## src/rtl/stack_seq_pkg.sv

```systemverilog
package stack_seq_pkg;

  typedef enum logic [3:0] {
    OP_JSR = 4'd0,
    OP_RTS = 4'd1,
    OP_IRQ = 4'd2,
    OP_BRK = 4'd3,
    OP_RTI = 4'd4,
    OP_PHA = 4'd5,
    OP_PHP = 4'd6,
    OP_PLA = 4'd7,
    OP_PLP = 4'd8
  } op_e;

  // byte field a step moves
  typedef enum logic [2:0] {
    FLD_NONE = 3'd0,
    FLD_PCL  = 3'd1,
    FLD_PCH  = 3'd2,
    FLD_ACC  = 3'd3,
    FLD_PS   = 3'd4
  } fld_e;

  // kind of memory access a step performs
  typedef enum logic [1:0] {
    K_PUSH = 2'd0,
    K_POP  = 2'd1,
    K_VEC  = 2'd2
  } kind_e;

  typedef struct packed {
    logic  vld;
    kind_e kind;
    fld_e  fld;
  } step_t;

  localparam int BRK_BIT  = 4;
  localparam int IDIS_BIT = 2;

endpackage

```

## src/rtl/stack_seq_ucode.sv

```systemverilog
module stack_seq_ucode
  import stack_seq_pkg::*;
#(
  parameter int IW = 3
) (
  input  op_e           op,
  input  logic [IW-1:0] idx,
  output step_t         step
);
  localparam int NSLOT = 1 << IW;

  step_t prog [NSLOT];

  function automatic step_t mk(input kind_e k, input fld_e f);
    step_t s;
    s.vld  = 1'b1;
    s.kind = k;
    s.fld  = f;
    return s;
  endfunction

  always_comb begin
    for (int i = 0; i < NSLOT; i++) prog[i] = '0;
    case (op)
      OP_JSR: begin
        prog[0] = mk(K_PUSH, FLD_PCH);
        prog[1] = mk(K_PUSH, FLD_PCL);
      end
      OP_RTS: begin
        prog[0] = mk(K_POP, FLD_PCL);
        prog[1] = mk(K_POP, FLD_PCH);
      end
      OP_IRQ, OP_BRK: begin
        prog[0] = mk(K_PUSH, FLD_PCH);
        prog[1] = mk(K_PUSH, FLD_PCL);
        prog[2] = mk(K_PUSH, FLD_PS);
        prog[3] = mk(K_VEC,  FLD_PCL);
        prog[4] = mk(K_VEC,  FLD_PCH);
      end
      OP_RTI: begin
        prog[0] = mk(K_POP, FLD_PS);
        prog[1] = mk(K_POP, FLD_PCL);
        prog[2] = mk(K_POP, FLD_PCH);
      end
      OP_PHA: prog[0] = mk(K_PUSH, FLD_ACC);
      OP_PHP: prog[0] = mk(K_PUSH, FLD_PS);
      OP_PLA: prog[0] = mk(K_POP,  FLD_ACC);
      OP_PLP: prog[0] = mk(K_POP,  FLD_PS);
      default: ;
    endcase
    step = prog[idx];
  end

endmodule

```

## src/rtl/stack_seq_addr.sv

```systemverilog
module stack_seq_addr
  import stack_seq_pkg::*;
#(
  parameter int DW = 8
) (
  input  kind_e           kind,
  input  fld_e            fld,
  input  logic            page,
  input  logic [DW-1:0]   sp_cur,
  input  logic [2*DW-1:0] vec,
  output logic [2*DW-1:0] addr,
  output logic [DW-1:0]   sp_nxt,
  output logic            on_stack
);
  localparam int AW = 2 * DW;

  logic [DW-1:0] pg_hi;
  logic [DW-1:0] sp_inc;
  logic [DW-1:0] sp_dec;

  assign pg_hi  = DW'(page);
  assign sp_inc = sp_cur + DW'(1);
  assign sp_dec = sp_cur - DW'(1);

  always_comb begin
    case (kind)
      K_PUSH: begin
        addr     = {pg_hi, sp_cur};
        sp_nxt   = sp_dec;
        on_stack = 1'b1;
      end
      K_POP: begin
        addr     = {pg_hi, sp_inc};
        sp_nxt   = sp_inc;
        on_stack = 1'b1;
      end
      default: begin
        addr     = vec + AW'(fld == FLD_PCH);
        sp_nxt   = sp_cur;
        on_stack = 1'b0;
      end
    endcase
  end

endmodule

```

## src/rtl/stack_seq_regs.sv

```systemverilog
module stack_seq_regs
  import stack_seq_pkg::*;
#(
  parameter int DW = 8
) (
  input  logic            clk,
  input  logic            rst,
  input  logic            load,
  input  logic            set_idis,
  input  logic [2*DW-1:0] pc_in,
  input  logic [DW-1:0]   acc_in,
  input  logic [DW-1:0]   ps_in,
  input  logic            cap,
  input  fld_e            cap_fld,
  input  logic [DW-1:0]   cap_data,
  output logic [2*DW-1:0] pc_q,
  output logic [DW-1:0]   acc_q,
  output logic [DW-1:0]   ps_q
);
  localparam logic [DW-1:0] BRK_MASK  = DW'(1) << BRK_BIT;
  localparam logic [DW-1:0] IDIS_MASK = DW'(1) << IDIS_BIT;

  always_ff @(posedge clk) begin
    if (rst) begin
      pc_q  <= '0;
      acc_q <= '0;
      ps_q  <= '0;
    end else if (load) begin
      pc_q  <= pc_in;
      acc_q <= acc_in;
      ps_q  <= (ps_in & ~BRK_MASK) | (set_idis ? IDIS_MASK : '0);
    end else if (cap) begin
      case (cap_fld)
        FLD_PCL: pc_q[DW-1:0]    <= cap_data;
        FLD_PCH: pc_q[2*DW-1:DW] <= cap_data;
        FLD_ACC: acc_q           <= cap_data;
        FLD_PS:  ps_q            <= cap_data & ~BRK_MASK;
        default: ;
      endcase
    end
  end

endmodule

```

## src/rtl/stack_seq.sv

```systemverilog
module stack_seq
  import stack_seq_pkg::*;
#(
  parameter int            DW       = 8,
  parameter int            IW       = 3,
  parameter logic [DW-1:0] SP_RESET = '1
) (
  input  logic            clk,
  input  logic            rst,
  input  logic            cmd_valid,
  input  logic [3:0]      cmd_op,
  input  logic            page_sel,
  input  logic [2*DW-1:0] pc_in,
  input  logic [DW-1:0]   acc_in,
  input  logic [DW-1:0]   ps_in,
  input  logic [2*DW-1:0] vec_addr,
  output logic [2*DW-1:0] mem_addr,
  output logic [DW-1:0]   mem_wdata,
  output logic            mem_en,
  output logic            mem_we,
  input  logic [DW-1:0]   mem_rdata,
  output logic            busy,
  output logic            done,
  output logic [DW-1:0]   sp,
  output logic [2*DW-1:0] pc_out,
  output logic [DW-1:0]   acc_out,
  output logic [DW-1:0]   ps_out
);
  localparam int            AW       = 2 * DW;
  localparam logic [DW-1:0] BRK_MASK = DW'(1) << BRK_BIT;

  op_e             op_q;
  op_e             cmd_op_e;
  logic            page_q;
  logic [AW-1:0]   pc_q;
  logic [DW-1:0]   acc_q;
  logic [DW-1:0]   psw_q;
  logic [AW-1:0]   vec_q;
  logic [DW-1:0]   sp_q;
  logic [IW-1:0]   idx_q;
  logic            skip_q;
  logic            busy_q;
  logic            done_q;
  logic            stk_q;
  fld_e            t1_q;
  fld_e            t2_q;
  logic [AW-1:0]   addr_q;
  logic [DW-1:0]   wdata_q;
  logic            en_q;
  logic            we_q;

  step_t           step;
  logic            issue;
  logic [AW-1:0]   a_addr;
  logic [DW-1:0]   a_sp;
  logic            a_stk;
  logic [DW-1:0]   wd;
  logic            start;
  logic            masked;
  logic            cap;

  assign cmd_op_e = op_e'(cmd_op);
  assign start    = !busy_q && cmd_valid;
  assign masked   = (cmd_op_e == OP_IRQ) && ps_in[IDIS_BIT];

  stack_seq_ucode #(.IW(IW)) u_ucode (
    .op   (op_q),
    .idx  (idx_q),
    .step (step)
  );

  assign issue = busy_q && step.vld && !skip_q;

  stack_seq_addr #(.DW(DW)) u_addr (
    .kind     (step.kind),
    .fld      (step.fld),
    .page     (page_q),
    .sp_cur   (sp_q),
    .vec      (vec_q),
    .addr     (a_addr),
    .sp_nxt   (a_sp),
    .on_stack (a_stk)
  );

  always_comb begin
    case (step.fld)
      FLD_PCH: wd = pc_q[AW-1:DW];
      FLD_PCL: wd = pc_q[DW-1:0];
      FLD_ACC: wd = acc_q;
      FLD_PS:  wd = psw_q;
      default: wd = '0;
    endcase
  end

  always_ff @(posedge clk) begin
    if (rst) begin
      op_q    <= OP_JSR;
      page_q  <= 1'b0;
      pc_q    <= '0;
      acc_q   <= '0;
      psw_q   <= '0;
      vec_q   <= '0;
      sp_q    <= SP_RESET;
      idx_q   <= '0;
      skip_q  <= 1'b0;
      busy_q  <= 1'b0;
      done_q  <= 1'b0;
      stk_q   <= 1'b0;
      t1_q    <= FLD_NONE;
      t2_q    <= FLD_NONE;
      addr_q  <= '0;
      wdata_q <= '0;
      en_q    <= 1'b0;
      we_q    <= 1'b0;
    end else begin
      done_q <= 1'b0;
      en_q   <= 1'b0;
      we_q   <= 1'b0;
      t1_q   <= FLD_NONE;
      t2_q   <= t1_q;
      if (start) begin
        busy_q <= 1'b1;
        op_q   <= cmd_op_e;
        page_q <= page_sel;
        pc_q   <= pc_in;
        acc_q  <= acc_in;
        vec_q  <= vec_addr;
        idx_q  <= '0;
        skip_q <= masked;
        psw_q  <= (cmd_op_e == OP_BRK) ? (ps_in | BRK_MASK) : (ps_in & ~BRK_MASK);
      end else if (issue) begin
        en_q    <= 1'b1;
        we_q    <= (step.kind == K_PUSH);
        addr_q  <= a_addr;
        wdata_q <= wd;
        stk_q   <= a_stk;
        sp_q    <= a_sp;
        idx_q   <= idx_q + IW'(1);
        if (step.kind != K_PUSH) t1_q <= step.fld;
      end else if (busy_q && t1_q == FLD_NONE && t2_q == FLD_NONE) begin
        busy_q <= 1'b0;
        done_q <= 1'b1;
      end
    end
  end

  assign cap = busy_q && (t2_q != FLD_NONE);

  stack_seq_regs #(.DW(DW)) u_regs (
    .clk      (clk),
    .rst      (rst),
    .load     (start),
    .set_idis (((cmd_op_e == OP_IRQ) && !masked) || (cmd_op_e == OP_BRK)),
    .pc_in    (pc_in),
    .acc_in   (acc_in),
    .ps_in    (ps_in),
    .cap      (cap),
    .cap_fld  (t2_q),
    .cap_data (mem_rdata),
    .pc_q     (pc_out),
    .acc_q    (acc_out),
    .ps_q     (ps_out)
  );

  assign mem_addr  = addr_q;
  assign mem_wdata = wdata_q;
  assign mem_en    = en_q;
  assign mem_we    = we_q;
  assign busy      = busy_q;
  assign done      = done_q;
  assign sp        = sp_q;

  // stack accesses carry the page in the high byte
  p_page_byte_r1: assert property (@(posedge clk) disable iff (rst)
    (en_q && stk_q) |-> (addr_q[AW-1:DW] == DW'(page_q)));

  // a write lands at the pointer value before its decrement
  p_wr_post_dec_r2: assert property (@(posedge clk) disable iff (rst)
    (en_q && we_q) |-> (addr_q[DW-1:0] == sp_q + DW'(1)));

  // a stack read lands at the pointer value after its increment
  p_rd_pre_inc_r3: assert property (@(posedge clk) disable iff (rst)
    (en_q && !we_q && stk_q) |-> (addr_q[DW-1:0] == sp_q));

  // vector reads leave the pointer untouched
  p_vec_sp_hold_r4: assert property (@(posedge clk) disable iff (rst)
    (en_q && !stk_q) |-> $stable(sp_q));

  // a refused interrupt makes no access
  p_masked_quiet_r6: assert property (@(posedge clk) disable iff (rst)
    (busy_q && skip_q) |-> !en_q);

  // no access while idle
  p_idle_quiet_r10: assert property (@(posedge clk) disable iff (rst)
    !busy_q |-> !en_q);

  // done is a single-cycle pulse
  p_done_pulse_r10: assert property (@(posedge clk) disable iff (rst)
    done_q |=> !done_q);

  // done only when no longer busy
  p_done_idle_r10: assert property (@(posedge clk) disable iff (rst)
    done_q |-> !busy_q);

endmodule

```

## config.mk

```make
export PLATFORM = sky130hd
export DESIGN_NAME = stack_seq
export DESIGN_NICKNAME = d
export VERILOG_FILES = /design/src/rtl/stack_seq_pkg.sv /design/src/rtl/stack_seq_ucode.sv /design/src/rtl/stack_seq_addr.sv /design/src/rtl/stack_seq_regs.sv /design/src/rtl/stack_seq.sv
export SDC_FILE = /design/constraint.sdc
export NUM_CORES = 1
export LEC_CHECK = 0
export ABC_AREA = 1
export BUFFER_PORTS_ARGS = -buffer_cell sky130_fd_sc_hd__buf_2
export CELL_PAD_IN_SITES_DETAIL_PLACEMENT = 2
export CELL_PAD_IN_SITES_GLOBAL_PLACEMENT = 2
export CORE_AREA = 2 2 151 153
export DETAILED_ROUTE_END_ITERATION = 10
export DIE_AREA = 0 0 153 155
export HOLD_SLACK_MARGIN = 0.15
export PLACE_DENSITY_LB_ADDON = 0.1
export SYNTH_ARGS = -nofsm -noshare
export SYNTH_HDL_FRONTEND = slang
export SYNTH_HIERARCHICAL = 1
export SYNTH_SLANG_ARGS = --single-unit
```

## constraint.sdc

```tcl
create_clock -name clk -period 2.5 [get_ports clk]
set_input_delay 0.25 -clock clk [delete_from_list [all_inputs] [get_ports clk]]
set_output_delay 0.25 -clock clk [all_outputs]
set_load 0.01 [all_outputs]
```

==> impl_metrics.ini, run 1 <==
[clock_network]
cts_root_buf = clkbuf_16
insertion_delay_ns = 0.43
cts_made_buffers = 17
htree_num_levels = 4
clkSlewWorstSetupHoldPaths_ns = 0.06
cts_sinks = 130
cts_tree = done
cts_buffer_depth = 2

[floorplanning]
die-area_sq_um = 23720
die_x_microns = 153
row_count = 55
core_region_area_sq_um = 22230
die_y_microns = 155
start_util_pct = 29.24
num_io_pins = 132

[sta]
finClkSkew_ns = 0.009217
relSlewSlack_pct = 54.24
fmax_mhz = 416.8
layout_setup_ws_ns = 0.1008
rsz0062_at_grt = yes
drv_slew = 0
post-route-period-util_pct = 95.97
setup-violations-final = 0
finalCriticalPeriod_ns = 2.399
hold_viol_final = 0
tightest_slew_ns = 0.6793

[cells_and_area]
final_area_sq_um = 8591
final_nets = 1222
syn_to_final_growth_pct = 32.19
final_common_cell = nand2_1
drive_gt1_share_pct = 21.87
diodes = 0
utilization_pct = 38.65
layout_common_cells = nand2_1 (288), nor2_1 (145), buf_2 (129)

[synth]
synth_compound_area_share_pct = 10.67
synth_area_leader_cell = dfxtp_1
synth.top_cell.area_share_pct = 40.05
synthDistinctLibCells = 32
synth_nets = 1049
synth.avg_cell_area_sq_um = 6.631
synth-async-reset-ratio_pct = 0
yosys.area_share.adder_pct = 0.9626
synth_xor_area_share_pct = 0.2695
yosys_warnings = 6
synth_edf_count = 0
synth_cells = 980
ys.flop_type = dfxtp_1
synth-seq-cells = 130
syn_area_sq_um = 6499
synthSimpleGateAreaFrac_pct = 40.82
muxShareOfSynthArea_pct = 0
synth_area_leaders = dfxtp_1 (40%), nand2_1 (17%), nor2_1 (8.6%), nand3_1 (7.7%), o21ai_0 (3.5%)
synth_seq_area_share_pct = 40.05
synth_top_family_by_area = simple AND/OR/NAND/NOR gates

[worst_hold_path]
min_path_type = in -> reg
min_path_cells = 3
worstHoldStart = acc_in[7]
hold-path-endpoint = acc_q[7]

[critical_path]
crit_fanout = 7
slowest_stage = dfxtp_4
r2r_cells = 18
end_kind = flip-flop
reg2reg_to = mem_addr[15]
critPathKind = reg -> reg
cpMostUsedCell = nand2_1
worstSetupStartpointType = flip-flop
path_cells = inv_4 > nand2_4 > nor2_4 > nand2_1 > nand2_1 > nand3_1 > nand2_1 > nor3b_4 > buf_4 > ha_2 > nand2_2 > nor2_4 > nand2_2 > o21ai_2 > nand2_2 > nor2_2 > nand2_1 > nand2_1
cpPeakStageDelay_ns = 0.38
arrival_ns = 2.76
r2r_start = op_q[3]
crit_required_ns = 2.87
r2r_slack_ns = 0.10

[run]
drv_cap = 0

[global_route]
grt_pass1_vias = 7471
grt_pass1_wl_microns = 40100
grt_usage_pct = 21.18
grt_overflow = 0
grt_max_degree = 83
antenna_found_initial = 1

[routing]
postRouteAntennaNets = 0
drt_wl_total_microns = 25090
drtIter0Drc = 192
wl_per_cell_microns = 17.29
dr.pass1.iters = 4
viasPerCell = 4.857
via_count = 7047
drc_errors = 0

[placement]
hpwlAfterDp_microns = 17650
gp_congestion = 0.7881
portBuffers = 129
post-place-ws_ns = -0.01454
dpl_cell_area_sq_um = 7421

[power]
vdd_drop_max_mv = 0.3875
power.density_nw_per_um2 = 738.8
p_leak_nw = 4.047

[status]
outcome = completed
-- stage by stage --
stage / total power [mW] / TNS (ns) / cells / hold slack [ns]
after floorplan: 3.238 / 0 / 980 / 0.3191
after global placement: 3.679 / 0 / 1369 / 0.4270
after detailed placement: 3.714 / -0.01454 / 1369 / 0.4322
after CTS: 6.410 / 0 / 1450 / 0.1507
after global routing: 6.691 / -0.4121 / 1451 / 0.1565
final: 6.346 / 0 / 1451 / 0.1532
-- layer usage --
layer,track usage (%),share of wire [%],vias to the layer above
met4,5.511,1.5,2
li1,-,-,3514
met1,25.58,44,3369
met2,39.03,51,135
met3,3.538,3.4,27
met5,0,0.052,-
-- timing repair --
item,CTS,global route
buffers inserted,1,1
hold buffers,48,0
setup endpoints to repair,3,14
endpoints found under the hold margin,50,0
resized for setup,1,28
pin swaps,1,9
-- critical path: cells and delay by family (launching register included) --
family	cells	cell delay (ns)
compound gates	1	0.14
fa+ha+maj	1	0.17
buf+inv	2	0.21
flops	1	0.38
simple gates	14	1.44
-- cell usage after synthesis, drive strengths merged (2+ instances only) --
cell / number
a21oi: 36
buf: 34
clkbuf: 9
dfxtp: 130
ha: 5
inv: 62
nand2: 311
nand3: 102
nand4: 24
nor2: 166
nor3: 2
o211ai: 3
o21ai: 75
o221ai: 3
o22a: 8
or2: 3
xnor2: 2
-- layout make-up --
cell class / instances / area (sq um)
inverter: 63 / 246.5
fill: 2707 / 13640
clock buffer: 20 / 446.7
clock inverter: 12 / 157.7
multi-input combinational: 744 / 3477
timing repair buffer: 197 / 1289
sequential: 130 / 2618
tap: 285 / 356.6
-- flip-flops by register name (all words and copies together) (netlist names) --
signal / count
u_regs/pc_q: 16
op_q: 4
u_regs/ps_q: 7
mem_addr: 16
t1_q: 3
page_q: 1
mem_en: 1
t2_q: 3
busy: 1
mem_wdata: 8
mem_we: 1
sp: 8
u_regs/acc_q: 8
idx_q: 3
skip_q: 1
vec_q: 16
acc_q: 8
psw_q: 8
pc_q: 16
done: 1
-- worst max-delay path by stage --
stage | startpoint | end | slack (ns) | depth (start not counted)
6_report | op_q[3] | mem_addr[15] | 0.10 | 18
4_1_cts | idx_q[2] | mem_addr[15] | 0.002 | 17
2_1_floorplan | op_q[2] | mem_addr[10] | 0.34 | 17
5_1_grt | op_q[3] | mem_addr[15] | -0.08 | 18
3_5_place_dp | op_q[2] | mem_addr[4] | -0.01 | 18
3_3_place_gp | op_q[0] | mem_addr[4] | 0.07 | 16
-- logic make-up (layout without fill, tap and decap cells) --
logic type,Yosys count,in the layout
AOI/OAI and AO/OA,127,127
buffers and inverters,106,292
and+or+nand+nor,609,609
other,1,1
xor gates and xnor gates,2,2
DFF,130,130
adders and majority gates,5,5
-- where the power goes --
group	switching, mW	leakage (nW)	internal (mW)
Combinational	0.850	2.69	0.488
Clock	1.00	0.287	1.60
Sequential	0.163	1.07	2.25
Total	2.01	4.05	4.33
Power figures use the tool's default switching activity.
==> inputs of run 2 (changes only) <==
clock period = 2.6 ns   (was 2.5 ns; I/O delays follow)
==> run 2 against run 1 <==
  * Clock-buffer cell count unchanged
  * Core utilization decreased by 0.79 points
  * Hold slack improved by 0.012 ns
  * Clock skew increased by 0.0012 ns
  * Worst setup slack improved by 0.15 ns
  * Sequential power decreased by 4%
  * Clock power decreased by 15%
  * Power decreased by 9.0%
  * Die area unchanged
  * Wire length decreased by 2.1%
  * Register-to-register slack improved by 0.15 ns
  * First-iteration DRC count increased by 2.1%
  * Largest cell class unchanged
  * Critical endpoint is now mem_addr[10]
==> impl_metrics.ini, run 2 (synthesis gave the netlist of run 1 again) <==
[global_route]
grt_pass1_vias = 7493
grt_pass1_wl_microns = 40050
grt_overflow = 0
grt_max_degree = 56
grt_usage_pct = 20.94
antenna_found_initial = 1

[clock_network]
cts_made_buffers = 17
insertion_delay_ns = 0.41
post-cts-setup-buffer-count = 0
cts_sinks = 130
cts_buffer_depth = 2
clkSlewWorstSetupHoldPaths_ns = 0.06
cts_tree = done
htree_num_levels = 4
cts_root_buf = clkbuf_16

[cells_and_area]
syn_to_final_growth_pct = 29.50
diodes = 0
final_common_cell = nand2_1
layout_common_cells = nand2_1 (290), nor2_1 (149), buf_2 (129)
fillers = 2693
drive_gt1_share_pct = 20.53
final_nets = 1216

[sta]
finalCriticalPeriod_ns = 2.350
post-route-period-util_pct = 90.39
tns_ns = 0
drv_slew = 0
rsz0062_at_grt = no
tightest_slew_ns = 0.6314
setup-violations-final = 0
hold_ws_ns = 0.1656
relSlewSlack_pct = 57.46
finClkSkew_ns = 0.01040
fmax_mhz = 425.5
hold_viol_final = 0
layout_setup_ws_ns = 0.2499

[routing]
drtIter0Drc = 196
drc_errors = 0
wl_per_cell_microns = 17.00
viasPerCell = 4.873
postRouteAntennaNets = 0
drt_wl_total_microns = 24550
dr.pass1.iters = 4
via_count = 7037

[critical_path]
crit_fanout = 5
worstSetupStartpointType = flip-flop
crit_required_ns = 2.91
end_kind = flip-flop
arrival_ns = 2.66
critPathKind = reg -> reg

[placement]
portBuffers = 129
hpwlAfterDp_microns = 17440
post-place-ws_ns = 0.05781
gp_congestion = 0.7941

[floorplanning]
start_util_pct = 29.24
row_count = 55
die_y_microns = 155
num_io_pins = 132
core_region_area_sq_um = 22230
die-area_sq_um = 23720
die_x_microns = 153

[run]
drv_cap = 0

[worst_hold_path]
min_path_type = in -> reg

[power]
power.density_nw_per_um2 = 686.6
vdd_drop_max_mv = 0.3809
p_leak_nw = 3.966

[status]
outcome = completed
-- run 2: changes by cell type in the layout (fill, tap and decap cells not counted), sizes merged --
| cell | delta |
|---|---|
| clkinvlp | +3 |
| dlygate4sd3 | -1 |
| bufinv | -3 |
| inv | -1 |
| buf | -5 |
-- run 2: worst paths after layout --
check / from / slack (ns) / depth (start not counted) / endpoint
max: op_q[2] / 0.25 / 17 / mem_addr[10]
min: vec_addr[0] / 0.17 / 3 / vec_q[0]
max reg2reg: op_q[2] / 0.25 / 17 / mem_addr[10]
min reg2reg: mem_addr[13] / 0.44 / 2 / mem_addr[13]
-- run 2: cell type report --
cell class	instances	area, sq um	area share [%]
clock buffer	20	456.7	5.427
tap	285	356.6	4.237
multi-input combinational	744	3446	40.95
sequential	130	2606	30.97
inverter	63	236.5	2.810
timing repair buffer	191	1229	14.60
clock inverter	11	85.08	1.011
-- run 2: report_power, final --
part / total (mW) / switching, mW / leakage [nW] / internal, mW
clock: 2.21 / 0.942 / 0.246 / 1.27
combinational: 1.26 / 0.809 / 2.65 / 0.452
sequential: 2.31 / 0.148 / 1.07 / 2.16
-- run 2: critical path, stage by stage, from the launching register on --
cell and delay [ns]:
dfxtp_1 0.39, inv_2 0.09, nor2_1 0.09, nand2_1 0.11
inv_2 0.08, nand2_2 0.06, nand2_2 0.08, inv_1 0.05
nand2_1 0.08, nor3b_4 0.21, ha_2 0.25, nand2_2 0.10
nor2_4 0.19, nand3_1 0.12, o21ai_0 0.17, nor2_1 0.06
nand2_1 0.06, nand2_1 0.05
-- run 2: stage by stage --
| stage | utilization (%) | instance area, sq um | power, mW | instances |
|---|---|---|---|---|
| after floorplan | - | 6499 | 3.113 | 980 |
| final | 37.86 | 8416 | 5.778 | 1444 |
| after CTS | 37.78 | 8398 | 5.854 | 1444 |
| after detailed placement | 33.23 | 7386 | 3.554 | 1366 |
| after global placement | 33.23 | 7386 | 3.523 | 1366 |
| after global routing | 37.86 | 8416 | 6.131 | 1444 |
-- run 2: what timing repair did --
item,in CTS,in global routing
gates resized for setup,0,6
endpoints found under the setup margin,0,11
endpoints found under the hold margin,47,0
hold buffers,47,0
-- run 2: metal layers --
metal / vias up / global-route usage (%) / routed length [microns]
met4: 2 / 5.820 / 392
met3: 23 / 3.454 / 760
met5: - / 0 / 11
li1: 3501 / - / -
met2: 121 / 37.37 / 12290
met1: 3390 / 26.13 / 11100
==> inputs of run 3 (changes only) <==
--- a/config.mk
+++ b/config.mk
@@ -6,11 +6,10 @@
 export NUM_CORES = 1
 export LEC_CHECK = 0
-export ABC_AREA = 1
 export BUFFER_PORTS_ARGS = -buffer_cell sky130_fd_sc_hd__buf_2
 export CELL_PAD_IN_SITES_DETAIL_PLACEMENT = 2
 export CELL_PAD_IN_SITES_GLOBAL_PLACEMENT = 2
-export CORE_AREA = 2 2 151 153
+export CORE_AREA = 2 2 140 142
 export DETAILED_ROUTE_END_ITERATION = 10
-export DIE_AREA = 0 0 153 155
+export DIE_AREA = 0 0 142 144
 export HOLD_SLACK_MARGIN = 0.15
 export PLACE_DENSITY_LB_ADDON = 0.1
==> constraint.sdc (replaced) <==
create_clock -name clk -period 3 [get_ports clk]
set_input_delay 0 -clock clk [delete_from_list [all_inputs] [get_ports clk]]
set_output_delay 0 -clock clk [all_outputs]
set_load 0.01 [all_outputs]
==> run 3 against run 2 <==
  * Cell area is 1.4% higher
  * Non-clock buffer count up 25
  * Largest cell class unchanged
  * Sequential cell count did not move
  * Combinational power decreased by 28%
  * Power fell by 12%
==> impl_metrics.ini, run 3 <==
[routing]
postRouteAntennaNets = 0
wl_per_cell_microns = 20.69
via_count = 6302
drc_errors = 0
dr.pass1.iters = 4
drt_wl_total_microns = 24600
drtIter0Drc = 179
viasPerCell = 5.300

[sta]
relSlewSlack_pct = 43.02
drv_slew = 0
setup-violations-final = 0
fmax_mhz = 357.4
post-route-period-util_pct = 93.27
finClkSkew_ns = 0.01129
tns_ns = 0
hold_viol_final = 0
finalCriticalPeriod_ns = 2.798
tightest_slew_ns = 0.8547

[clock_network]
insertion_delay_ns = 0.43
cts_buffer_depth = 2
cts_tree = done
clkSlewWorstSetupHoldPaths_ns = 0.06
cts_root_buf = clkbuf_16
cts_sinks = 130
cts_made_buffers = 17
htree_num_levels = 4

[synth]
yosysMostFrequentCell = nand2_1
synth_edf_count = 0
synth_nets = 836
synth_seq_area_share_pct = 40.05
synth_area_leaders = dfxtp_1 (40%), nand2_1 (10%), a21oi_1 (6.1%), a2111oi_2 (6.0%), nor2b_1 (3.8%)
syn_area_sq_um = 6499
synth.top_cell.area_share_pct = 40.05
synthTopCellsByCount = nand2_1 (175), dfxtp_1 (130), a21oi_1 (79)
ys.flop_type = dfxtp_1
synth.avg_cell_area_sq_um = 8.473
synth-async-reset-ratio_pct = 0
synth-seq-cells = 130
synth_area_leader_cell = dfxtp_1
synthDistinctLibCells = 66
synth_cells = 767
yosys_warnings = 6

[critical_path]
end_kind = flip-flop
r2r_slack_ns = 0.20
r2r_cells = 12
crit_required_ns = 3.35
reg2reg_to = mem_addr[10]
crit_path_end = mem_addr[10]
arrival_ns = 3.15
crit_fanout = 2
critPathKind = reg -> reg
r2r_start = idx_q[1]
worstSetupStartpointType = flip-flop
cp-startpoint = idx_q[1]

[global_route]
grt_usage_pct = 24.29
grt_pass1_wl_microns = 38300
antenna_found_initial = 0
grt_overflow = 0
grt_pass1_vias = 6847
grt_max_degree = 70

[cells_and_area]
layout_common_cells = nand2_1 (175), dfxtp_1 (129), buf_2 (128)
final_nets = 1007
final_common_cell = nand2_1
diodes = 0
syn_to_final_growth_pct = 31.31
fillers = 2097
drive_gt1_share_pct = 25.76

[power]
p_seq_share_pct = 38.6
comb_power_share_pct = 18.0
vdd_drop_max_mv = 0.3366
swShare_pct = 29.49
p_leak_nw = 3.415
switchingPower_mw = 1.494
internal-power_mw = 3.573
power.share.clock_pct = 43.5
p_total_mw = 5.067
power.density_nw_per_um2 = 593.8

[floorplanning]
row_count = 51
num_io_pins = 132
die_y_microns = 144
core_region_area_sq_um = 19080
start_util_pct = 34.06
die_x_microns = 142
die-area_sq_um = 20450

[run]
drv_cap = 0

[status]
outcome = completed

[worst_hold_path]
min_path_type = in -> reg
worstHoldStart = rst

[placement]
hpwlAfterDp_microns = 15960
gp_congestion = 0.8255
portBuffers = 129
## run 3: cell count changes after synthesis, sizes merged, moves of 31 or more
| cell | previous run | this run |
|---|---|---|
| nand2 | 311 | 175 |
| a21oi | 36 | 79 |
| inv | 62 | 7 |
| o21ai | 75 | 16 |
| nor2 | 166 | 29 |
| nand3 | 102 | 7 |
| nor2b | 0 | 41 |
| nor3 | 2 | 41 |
| a2111oi | 0 | 31 |
## run 3: worst min path at each step
stage / end / slack, ns / depth (start not counted)
after detailed placement: vec_q[7] / 0.25 / 3
after global routing: psw_q[5] / 0.18 / 2
after CTS: u_regs/pc_q[5] / 0.15 / 3
final: acc_q[7] / 0.15 / 2
after floorplan: u_regs/acc_q[4] / 0.07 / 1
after global placement: vec_q[9] / 0.24 / 3
## run 3: cell families after synthesis
group / count (synthesis) / synth area share (%)
adder cells (fa/ha/maj): 5 / 0.9626
other: 1 / 0.05770
multiplexers: 8 / 1.271
XOR/XNOR: 35 / 4.717
AO/OA/AOI/OAI: 164 / 18.85
buffers and inverters: 71 / 6.700
AND/OR/NAND/NOR: 353 / 27.40
flip-flops: 130 / 40.05
## run 3: layout make-up
| cell class | instances | area, sq um | area share, % |
|---|---|---|---|
| clock inverter | 14 | 177.7 | 2.082 |
| clock buffer | 18 | 439.2 | 5.147 |
| tap | 238 | 297.8 | 3.490 |
| sequential | 130 | 2604 | 30.51 |
| timing repair buffer | 216 | 1463 | 17.14 |
| inverter | 7 | 28.78 | 0.3372 |
| multi-input combinational | 566 | 3523 | 41.29 |
## run 3: through the flow
stage | area (sq um) | cells | hold WS (ns) | utilization, % | worst slack, ns
6_report | 8533 | 1189 | 0.1542 | 44.72 | 0.2020
5_1_grt | 8533 | 1189 | 0.1821 | 44.72 | -0.02726
4_1_cts | 8466 | 1188 | 0.1515 | 44.37 | 0.06148
3_5_place_dp | 7263 | 1098 | 0.2536 | 38.07 | -0.0008840
3_3_place_gp | 7263 | 1098 | 0.2433 | 38.07 | 0.01375
2_1_floorplan | 6499 | 767 | 0.06886 | - | 0.04593
## run 3: power by group through the flow
stage               logic (mW)  registers [mW]  clock network (mW)
floorplan                0.523            1.98                   0
global placement         0.792            1.98                   0
detailed placement       0.822            1.99                   0
CTS                      0.892            1.95                2.24
global route              1.01            1.97                2.31
finish                   0.911            1.95                2.20
## run 3: layer usage
metal  GRT usage, %  vias to the layer above  wire length (microns)
met5              0                        -                      0
met4          6.947                        0                    357
met3          3.477                       20                    880
met2          42.08                      125                  12370
met1          31.58                     3151                  10990
li1               -                     3006                      -
## run 3: critical path: stages (launching register included)
cell and delay, ns:
dfxtp_1 0.31, or3_4 0.39, a311o_1 0.29, o221ai_2 0.18, nor3b_4 0.24, buf_6 0.13
ha_2 0.17, inv_1 0.06, or4_4 0.53, xor2_1 0.15, nor2_1 0.09, nand2_1 0.06
a21oi_1 0.12
## run 3: what timing repair did
| action | 4_1_cts | 5_1_grt |
|---|---|---|
| buffers inserted | 0 | 1 |
| hold buffers | 58 | 0 |
| pin swaps | 0 | 3 |
| resized for setup | 1 | 12 |
| setup endpoints to repair | 1 | 19 |
| hold endpoints to repair | 86 | 0 |
